## src/rtl/ppt_pkg.sv

```systemverilog
package ppt_pkg;
   typedef enum logic [1:0] {
      ST_WAIT_A = 2'd0,
      ST_WAIT_B = 2'd1,
      ST_HELD   = 2'd2
   } cap_state_e;

   localparam logic [2:0] ADR_CTRL  = 3'd0;
   localparam logic [2:0] ADR_START = 3'd1;
   localparam logic [2:0] ADR_LIMIT = 3'd2;
   localparam logic [2:0] ADR_STAT  = 3'd3;
   localparam logic [2:0] ADR_CAPA  = 3'd4;
   localparam logic [2:0] ADR_CAPB  = 3'd5;
   localparam logic [2:0] ADR_COUNT = 3'd6;

   localparam int CTRL_RUN  = 3;
   localparam int CTRL_CONT = 4;
   localparam int CTRL_DMA  = 5;
   localparam int CTRL_IEN  = 6;
   localparam int CTRL_SELA = 7;
   localparam int CTRL_SELB = 9;
   localparam int CTRL_BITS = 11;
endpackage

```

## src/rtl/ppt_sync.sv

```systemverilog
module ppt_sync #(
   parameter int STAGES = 2
) (
   input  logic clk,
   input  logic rst_n,
   input  logic pin,
   output logic rise,
   output logic fall
);
   if (STAGES < 2) begin : g_bad_depth
      $error("ppt_sync needs at least two stages");
   end

   logic [STAGES-1:0] chain;
   logic              last;

   always_ff @(posedge clk) begin
      if (!rst_n) chain[0] <= 1'b0;
      else        chain[0] <= pin;
   end

   for (genvar i = 1; i < STAGES; i++) begin : g_stage
      always_ff @(posedge clk) begin
         if (!rst_n) chain[i] <= 1'b0;
         else        chain[i] <= chain[i-1];
      end
   end

   always_ff @(posedge clk) begin
      if (!rst_n) last <= 1'b0;
      else        last <= chain[STAGES-1];
   end

   assign rise = chain[STAGES-1] & ~last;
   assign fall = ~chain[STAGES-1] & last;
endmodule

```

## src/rtl/ppt_counter.sv

```systemverilog
module ppt_counter #(
   parameter int CNT_W = 16,
   parameter int PS_W  = 3
) (
   input  logic             clk,
   input  logic             rst_n,
   input  logic             run,
   input  logic [PS_W-1:0]  ps,
   input  logic [CNT_W-1:0] start_val,
   input  logic [CNT_W-1:0] limit_val,
   output logic [CNT_W-1:0] cnt,
   output logic             tick
);
   localparam int DIV_W = (1 << PS_W) - 1;

   if (PS_W < 1 || PS_W > 4) begin : g_bad_ps
      $error("ppt_counter PS_W must be 1..4");
   end
   if (CNT_W < 2) begin : g_bad_cnt
      $error("ppt_counter CNT_W must be at least 2");
   end

   logic [DIV_W-1:0] div_cnt;
   logic [DIV_W-1:0] div_limit;

   assign div_limit = ~({DIV_W{1'b1}} << ps);
   assign tick      = run && (div_cnt == div_limit);

   always_ff @(posedge clk) begin
      if (!rst_n) begin
         div_cnt <= '0;
         cnt     <= '0;
      end else if (!run) begin
         div_cnt <= '0;
         cnt     <= start_val;
      end else if (tick) begin
         div_cnt <= '0;
         cnt     <= (cnt == limit_val) ? start_val : cnt + CNT_W'(1);
      end else begin
         div_cnt <= div_cnt + DIV_W'(1);
      end
   end
endmodule

```

## src/rtl/ppt_capture_pair.sv

```systemverilog
module ppt_capture_pair
   import ppt_pkg::*;
#(
   parameter int CNT_W = 16
) (
   input  logic             clk,
   input  logic             rst_n,
   input  logic             run,
   input  logic             continuous,
   input  logic [1:0]       sel_a,
   input  logic [1:0]       sel_b,
   input  logic             rise,
   input  logic             fall,
   input  logic             rearm,
   input  logic [CNT_W-1:0] cnt,
   output logic [CNT_W-1:0] cap_a,
   output logic [CNT_W-1:0] cap_b,
   output logic             set_a,
   output logic             set_b,
   output cap_state_e       state
);
   logic hit_a, hit_b;

   assign hit_a = (sel_a[0] & rise) | (sel_a[1] & fall);
   assign hit_b = (sel_b[0] & rise) | (sel_b[1] & fall);
   assign set_a = run && (state == ST_WAIT_A) && hit_a;
   assign set_b = run && (state == ST_WAIT_B) && hit_b;

   always_ff @(posedge clk) begin
      if (!rst_n) begin
         state <= ST_WAIT_A;
         cap_a <= '0;
         cap_b <= '0;
      end else if (!run) begin
         state <= ST_WAIT_A;
      end else begin
         if (set_a) cap_a <= cnt;
         if (set_b) cap_b <= cnt;
         case (state)
            ST_WAIT_A: if (hit_a) state <= ST_WAIT_B;
            ST_WAIT_B: if (hit_b) state <= continuous ? ST_WAIT_A : ST_HELD;
            ST_HELD:   if (rearm) state <= ST_WAIT_A;
            default:   state <= ST_WAIT_A;
         endcase
      end
   end
endmodule

```

## src/rtl/pair_period_timer.sv

```systemverilog
module pair_period_timer
   import ppt_pkg::*;
#(
   parameter int CNT_W       = 16,
   parameter int BUS_W       = 16,
   parameter int PS_W        = 3,
   parameter int SYNC_STAGES = 2
) (
   input  logic             clk,
   input  logic             rst_n,
   input  logic             cap_pin,
   input  logic             wr_en,
   input  logic [2:0]       wr_addr,
   input  logic [BUS_W-1:0] wr_data,
   input  logic [2:0]       rd_addr,
   output logic [BUS_W-1:0] rd_data,
   input  logic             dma_ack,
   output logic             dma_req,
   output logic             irq
);
   if (BUS_W < CNT_W || BUS_W < CTRL_BITS) begin : g_bad_bus
      $error("pair_period_timer BUS_W too narrow");
   end
   if (PS_W != 3) begin : g_bad_psw
      $error("control layout holds a 3-bit prescale field");
   end

   logic [BUS_W-1:0] ctrl_q;
   logic [CNT_W-1:0] start_val, limit_val, cnt, cap_a, cap_b;
   logic             flag_a, flag_b, tick, rise, fall, set_a, set_b, rearm;
   logic             run, cont_mode, dma_en, irq_en, stat_wr;
   logic [PS_W-1:0]  ps;
   logic [1:0]       sel_a, sel_b;
   cap_state_e       state;

   assign ps        = ctrl_q[PS_W-1:0];
   assign run       = ctrl_q[CTRL_RUN];
   assign cont_mode = ctrl_q[CTRL_CONT];
   assign dma_en    = ctrl_q[CTRL_DMA];
   assign irq_en    = ctrl_q[CTRL_IEN];
   assign sel_a     = ctrl_q[CTRL_SELA +: 2];
   assign sel_b     = ctrl_q[CTRL_SELB +: 2];
   assign stat_wr   = wr_en && (wr_addr == ADR_STAT);
   assign rearm     = stat_wr && wr_data[2];

   ppt_sync #(.STAGES(SYNC_STAGES)) sync_i (
      .clk(clk), .rst_n(rst_n), .pin(cap_pin), .rise(rise), .fall(fall)
   );

   ppt_counter #(.CNT_W(CNT_W), .PS_W(PS_W)) counter_i (
      .clk(clk), .rst_n(rst_n), .run(run), .ps(ps),
      .start_val(start_val), .limit_val(limit_val), .cnt(cnt), .tick(tick)
   );

   ppt_capture_pair #(.CNT_W(CNT_W)) pair_i (
      .clk(clk), .rst_n(rst_n), .run(run), .continuous(cont_mode),
      .sel_a(sel_a), .sel_b(sel_b), .rise(rise), .fall(fall), .rearm(rearm),
      .cnt(cnt), .cap_a(cap_a), .cap_b(cap_b), .set_a(set_a), .set_b(set_b),
      .state(state)
   );

   always_ff @(posedge clk) begin
      if (!rst_n) begin
         ctrl_q    <= '0;
         start_val <= '0;
         limit_val <= '1;
      end else if (wr_en) begin
         if (wr_addr == ADR_CTRL)  ctrl_q    <= wr_data;
         if (wr_addr == ADR_START) start_val <= wr_data[CNT_W-1:0];
         if (wr_addr == ADR_LIMIT) limit_val <= wr_data[CNT_W-1:0];
      end
   end

   always_ff @(posedge clk) begin
      if (!rst_n) begin
         flag_a <= 1'b0;
         flag_b <= 1'b0;
      end else begin
         if (set_a)                        flag_a <= 1'b1;
         else if (stat_wr && wr_data[0])   flag_a <= 1'b0;
         if (set_b)                        flag_b <= 1'b1;
         else if ((stat_wr && wr_data[1]) || dma_ack) flag_b <= 1'b0;
      end
   end

   assign dma_req = flag_b && dma_en && irq_en;
   assign irq     = flag_b && irq_en && !dma_en;

   always_comb begin
      case (rd_addr)
         ADR_CTRL:  rd_data = ctrl_q;
         ADR_START: rd_data = BUS_W'(start_val);
         ADR_LIMIT: rd_data = BUS_W'(limit_val);
         ADR_STAT:  rd_data = BUS_W'({flag_b, flag_a});
         ADR_CAPA:  rd_data = BUS_W'(cap_a);
         ADR_CAPB:  rd_data = BUS_W'(cap_b);
         ADR_COUNT: rd_data = BUS_W'(cnt);
         default:   rd_data = '0;
      endcase
   end
endmodule

```

## config.mk

```make
export PLATFORM = sky130hd
export DESIGN_NAME = pair_period_timer
export DESIGN_NICKNAME = d
export VERILOG_FILES = /design/src/rtl/ppt_pkg.sv /design/src/rtl/ppt_sync.sv /design/src/rtl/ppt_counter.sv /design/src/rtl/ppt_capture_pair.sv /design/src/rtl/pair_period_timer.sv
export SDC_FILE = /design/constraint.sdc
export NUM_CORES = 1
export LEC_CHECK = 0
export ABC_AREA = 1
export BUFFER_PORTS_ARGS = -buffer_cell sky130_fd_sc_hd__buf_4
export CORE_ASPECT_RATIO = 0.5
export CORE_MARGIN = 2
export CORE_UTILIZATION = 40
export CTS_CLUSTER_SIZE = 25
export DETAILED_ROUTE_END_ITERATION = 10
export PLACE_DENSITY = 0.58
export SYNTH_ARGS = -nofsm -noshare
export SYNTH_HDL_FRONTEND = slang
export SYNTH_HIERARCHICAL = 1
export SYNTH_SLANG_ARGS = --single-unit
export TNS_END_PERCENT = 30
```

## constraint.sdc

```tcl
create_clock -name clk -period 2.1 [get_ports clk]
set_input_delay 0.21 -clock clk [delete_from_list [all_inputs] [get_ports clk]]
set_output_delay 0.21 -clock clk [all_outputs]
set_load 0.02 [all_outputs]
```

# ---- Word-level counts from Yosys, hierarchy flattened
# Index checks and enable logic that the tools add are counted.
dict set report classes {
  addsub 2
  n_eq_ne 17
  n_shift 1
  mux 13
  bitwise 13
  n_reduce_logical 28
}
# operator count
set ops {}
lappend ops {{one-hot mux 16 bit (7 select lines)} 1}
lappend ops {{two-way mux 16 bit} 3}
lappend ops {{adder 16 x 1 -> 16 bit (second input constant)} 1}
lappend ops {{== test 16 bit} 1}
lappend ops {{logical AND 1 bit} 13}
lappend ops {{== test 3 x 2 -> 1 bit (second input constant)} 4}
lappend ops {{AND reduction 2 bit} 6}
lappend ops {{== test 3 bit (second input constant)} 3}
lappend ops {{two-way mux 2 bit} 4}
lappend ops {{!= test 2 x 1 -> 1 bit (second input constant)} 4}
lappend ops {{adder 7 x 1 -> 7 bit (second input constant)} 1}
lappend ops {{== test 7 bit} 1}
lappend ops {{NOT 7 bit} 1}
lappend ops {{<< shifter 7 x 3 -> 7 bit (first input constant)} 1}
lappend ops {{AND 1 bit} 6}
lappend ops {{== test 3 x 1 -> 1 bit (second input constant)} 2}
lappend ops {{logical NOT 3 bit} 2}
lappend ops {{one-hot mux 2 bit (3 select lines)} 1}
lappend ops {{two-way mux 1 bit} 4}
lappend ops {{NOT 1 bit} 4}
lappend ops {{nonzero test 2 bit} 2}
lappend ops {{AND reduction 3 bit} 1}
lappend ops {{OR reduction 3 bit} 1}
lappend ops {{== test 2 x 1 -> 1 bit (second input constant)} 1}
lappend ops {{5 further kinds} 6}
dict set report word_totals {
  reg_bits 110
  input_bits 27
  out_inout_bits 18
  word_cells 87
}

# ---- Longest topological paths before layout
dict set report logic_depth {
  word_depth 6
  depth_mapped 13
  mapped_depth_nobuf 12
}

# ---- Cells and area by module
# Netlist, hierarchy kept.
# mod n_inst cells_per_inst area_per_inst_um2 seq_area_each_um2
set modules_own_cells {}
lappend modules_own_cells {pair_period_timer 1 460 2778.9 1001.0}
lappend modules_own_cells {ppt_counter 1 372 2102.0 460.4}
lappend modules_own_cells {ppt_capture_pair 1 220 1508.9 680.7}
lappend modules_own_cells {ppt_sync 1 13 100.1 60.1}

# ---- Least setup slack after synthesis
# Ideal clock, no wire load.
dict set report synth_path {
  path_kind {register to register}
  start {reg counter_i.cnt[1]}
  end {reg counter_i.cnt[14]}
  setup_ns 0.109
  t_arrival_ns 1.362
  required_ns 1.991
  setup_slack_ns 0.629
  path_stages_with_launch 11
  path_buffers 0
  period_less_slack_ns 1.471
  cell_sequence {dfxtp_1 -> ha_1 -> nand2_1 -> nor3_4 -> nand3_1 -> nand2_1 -> nand2_1 -> nand3_1 -> nand3_1 -> nand2_1 -> inv_1}
}
dict set report synth_between {
  elab_chain_len 4
  elab_cells_between_ends 5
  cone_classes {add/sub: 1; eq/ne: 1; mux: 3}
}
# item line_no
set synth_rtl {}
lappend synth_rtl {{start: declaration} ppt_counter.sv:11} ;# output logic [CNT_W-1:0] cnt,
lappend synth_rtl {{start signal: assignment} ppt_counter.sv:35} ;# cnt <= start_val;
lappend synth_rtl {{start signal: assignment} ppt_counter.sv:38} ;# cnt <= (cnt == limit_val) ? start_val : cnt + CNT_W'(1);
lappend synth_rtl {{adder 16 x 1 -> 16 bit / == test 16 bit (equally long branches)} ppt_counter.sv:38}
lappend synth_rtl {{two-way mux 16 bit *} ppt_counter.sv:38}
lappend synth_rtl {{two-way mux 16 bit *} ppt_counter.sv:36} ;# end else if (tick) begin
lappend synth_rtl {{two-way mux 16 bit *} ppt_counter.sv:33} ;# end else if (!run) begin
# Mark *: on every way between the ends. The rest lies on a longest branch, timed or not. The select of a mux whose other input is x is not followed.
# A chain may end at the register's enable or synchronous reset.

# ---- Worst setup path in the final report
dict set report layout_path {
  start {reg counter_i.cnt[5]}
  end {out rd_data[5]}
}
dict set report layout_between {
  elab_chain_len 1
}
# item line_no
set layout_rtl {}
lappend layout_rtl {{one-hot mux 16 bit (7 select lines)} pair_period_timer.sv:90} ;# case (rd_addr)
lappend layout_rtl {{end: declaration} pair_period_timer.sv:16} ;# output logic [BUS_W-1:0] rd_data,
# No other way between the ends.

==> impl_metrics.prom <==
# TYPE chip_impl_metric gauge
chip_impl_metric{name="timing.max_slew.rel_slack",unit="%"} 61.4
chip_impl_metric{name="floorplan_core_area",unit="µm²"} 15600
chip_impl_metric{name="postSynthNetCount",unit=""} 1092
chip_impl_metric{name="vdd_ir_drop_max",unit="mV"} 0.369
chip_impl_metric{name="clock_buffers_created_by_tritoncts",unit=""} 9
chip_impl_info{name="min_path_type",value="primary input to flip-flop"} 1
chip_impl_metric{name="synth_area_per_cell",unit="µm²"} 6.10
chip_impl_info{name="kind_of_end_point_of_the_critical_path",value="output port"} 1
chip_impl_metric{name="post_cts_resized",unit=""} 0
chip_impl_metric{name="num-nets-final",unit=""} 1142
chip_impl_metric{name="dp_hpwl",unit="mm"} 16.1
chip_impl_info{name="crit_path_start_kind",value="flip-flop"} 1
chip_impl_metric{name="floorplan.initialDensity",unit="%"} 41.5
chip_impl_metric{name="drt_antenna_net_count",unit=""} 0
chip_impl_metric{name="setup_viol_count_final",unit=""} 0
chip_impl_info{name="cts_tree",value="built"} 1
chip_impl_metric{name="holdBufCountCts",unit=""} 0
chip_impl_metric{name="initialDrtViolationCount",unit=""} 862
chip_impl_metric{name="fin_hold_ws",unit="ns"} 0.0359
chip_impl_metric{name="worstSkewPairLatency",unit="ns"} 0.37
chip_impl_metric{name="timing_max_transition_violations_final",unit=""} 0
chip_impl_metric{name="drv.max_cap_violation_count",unit=""} 0
chip_impl_metric{name="cp_data_arrival_time",unit="ns"} 1.64
chip_impl_metric{name="worst-slew-pin-transition",unit="ns"} 0.577
chip_impl_metric{name="drc_errors",unit=""} 0
chip_impl_metric{name="die_height",unit="µm"} 94.0
chip_impl_metric{name="seqCellArea",unit="µm²"} 2200
chip_impl_metric{name="synth_cells",unit=""} 1063
chip_impl_metric{name="power_frac_seq",unit="%"} 48.6
chip_impl_metric{name="grt_antenna_before_repair",unit=""} 0
chip_impl_metric{name="post-cts-setup-buffer-count",unit=""} 0
chip_impl_metric{name="antenna_cells_inserted",unit=""} 0
chip_impl_metric{name="largest_net_degree_at_the_start_of_global_routing",unit=""} 57
chip_impl_info{name="result_of_the_run",value="complete, no violations"} 1
chip_impl_metric{name="routabilityCongestion",unit=""} 0.957
chip_impl_metric{name="wirelength",unit="mm"} 22.0
chip_impl_metric{name="routed_wire_length_per_instance",unit="µm"} 16.6
chip_impl_metric{name="post_route_cells_drive_above_1_share",unit="%"} 12.4
chip_impl_metric{name="first_pass_grt_wire_length",unit="mm"} 34.6
chip_impl_metric{name="finalClockSkew",unit="ns"} 0.0154
chip_impl_metric{name="layout-area-overhead-vs-synth",unit="%"} 14.8
chip_impl_metric{name="buffer_ports.inserted",unit=""} 44
chip_impl_metric{name="worst-endpoint-required",unit="ns"} 1.89
chip_impl_metric{name="p_clk_share",unit="%"} 39.4
chip_impl_metric{name="p_leak",unit="nW"} 3.66
chip_impl_metric{name="crit_path_max_fanout",unit=""} 4
chip_impl_metric{name="p_int",unit="mW"} 3.19
chip_impl_metric{name="yosysWarningCount",unit=""} 6
chip_impl_metric{name="routed_via_density",unit=""} 5.14
chip_impl_info{name="cp_common_cell",value="sky130_fd_sc_hd__buf_4"} 1
chip_impl_metric{name="fill_cells",unit=""} 1692
chip_impl_metric{name="cpPeakStageDelay",unit="ns"} 0.41
chip_impl_info{name="ctsRootBufferMaster",value="sky130_fd_sc_hd__clkbuf_16"} 1
chip_impl_metric{name="clock_tree.htree_level_count",unit=""} 3
chip_impl_metric{name="design.die.area",unit="µm²"} 17300
chip_impl_metric{name="routed-via-count",unit=""} 6801
chip_impl_info{name="worstPathCellList",value="buf_4 > inv_1 > o21ai_0 > buf_4 > nor2_1 > nand2_1 > buf_4"} 1
chip_impl_metric{name="report.final.hold_viol_count",unit=""} 0
chip_impl_metric{name="rows",unit=""} 32
chip_impl_metric{name="switchingPower",unit="mW"} 1.31
chip_impl_metric{name="global_route.overflow_total",unit=""} 0
chip_impl_metric{name="cts_sinks",unit=""} 110
chip_impl_metric{name="power_density",unit="nW/µm²"} 605
chip_impl_metric{name="cts_max_path_bufs",unit=""} 2
chip_impl_info{name="slowest_cell_on_the_critical_path",value="sky130_fd_sc_hd__dfxtp_1"} 1
chip_impl_metric{name="min_period_over_period",unit="%"} 88.2
chip_impl_metric{name="top_level_pins",unit=""} 45
chip_impl_metric{name="maxClockFrequency",unit="MHz"} 540
chip_impl_metric{name="finalSetupTns",unit="ns"} 0
chip_impl_metric{name="first_pass_iters",unit=""} 5
chip_impl_metric{name="fp.dieW",unit="µm"} 184
chip_impl_metric{name="multi_input_comb_area",unit="µm²"} 3440
chip_impl_metric{name="global_route.usage.total",unit="%"} 26.6
chip_impl_metric{name="share_of_total_power_consumed_by_net_switching",unit="%"} 29.1
chip_impl_metric{name="logic_pwr_share",unit="%"} 11.9
chip_impl_metric{name="grt_pass1_vias",unit=""} 6049
chip_impl_metric{name="synth.cell_area",unit="µm²"} 6480
chip_impl_info{name="critical_path_class",value="flip-flop to output port"} 1
chip_impl_metric{name="layout_min_cycle_time",unit="ns"} 1.85
chip_impl_metric{name="clkSlewWorstSetupHoldPaths",unit="ns"} 0.08
chip_impl_info{name="rsz_0062_raised_after_global_routing",value="no"} 1
path summary, 6_finish.rpt:
kind / slack, ns / end / cells past startpoint / start
max: 0.25 / rd_data[5] / 7 / counter_i/cnt[5]
max reg2reg: 0.30 / counter_i/cnt[12] / 11 / counter_i/cnt[8]
min reg2reg: 0.41 / sync_i/chain[1] / 2 / sync_i/chain[0]
min: 0.04 / sync_i/chain[0] / 3 / cap_pin
cell usage in the layout (no fill, tap or decap), types with 9 or more instances in the layout:
master	n
sky130_fd_sc_hd__nand2_1	307
sky130_fd_sc_hd__nor2_1	169
sky130_fd_sc_hd__inv_1	137
sky130_fd_sc_hd__dfxtp_1	109
sky130_fd_sc_hd__nand3_1	108
sky130_fd_sc_hd__buf_4	86
sky130_fd_sc_hd__o21ai_0	52
sky130_fd_sc_hd__nand4_1	42
sky130_fd_sc_hd__a21oi_1	24
sky130_fd_sc_hd__xor2_1	11
sky130_fd_sc_hd__clkbuf_16	9
layer usage:
metal  share of wire [%]  global-route usage, %
met5                   0                      0
met4                0.89                   4.60
met3                  11                   7.40
met2                  38                   36.2
met1                  50                   41.1
area by class of cell:
cell class	count	area share, %
Tap cell	204	3.43
Sequential cell	110	29.6
Clock buffer	10	3.21
Timing Repair Buffer	88	9.21
Inverter	148	7.46
Clock inverter	6	0.874
Multi-Input combinational cell	756	46.2
critical path: cells and delay by family (launching register included):
family	cells	cell delay (ns)
buffers and inverters	4	0.54
flip-flops	1	0.41
AO/OA/AOI/OAI	1	0.22
AND/OR/NAND/NOR	2	0.11
stage by stage:
step / instances / power (mW) / setup slack (ns) / util (%) / area, µm²
after CTS: 1322 / 4.53 / 0.264 / 47.7 / 7440
after global routing: 1322 / 4.67 / 0.127 / 47.7 / 7440
final: 1322 / 4.50 / 0.248 / 47.7 / 7440
after detailed placement: 1306 / 2.77 / 0.326 / 45.7 / 7140
after global placement: 1306 / 2.77 / 0.317 / 45.7 / 7140
after floorplan: 1063 / 2.55 / 0.629 / - / 6480
registers in the layout, summed over array words and instances, names as in the netlist:
name,count
counter_i/cnt,16
ctrl_q,16
limit_val,16
pair_i/cap_a,16
pair_i/cap_b,16
start_val,16
counter_i/div_cnt,7
pair_i/state,2
sync_i/chain,2
flag_a,1
flag_b,1
sync_i/last,1
power by group through the flow:
stage               clock network (mW)  logic (mW)  registers [mW]
finish                            1.78       0.538            2.19
detailed placement                   0       0.532            2.24
global placement                     0       0.532            2.24
floorplan                            0       0.336            2.21
global route                      1.87       0.600            2.19
CTS                               1.81       0.534            2.19
Note: power is estimated with default switching activity, not from simulation.
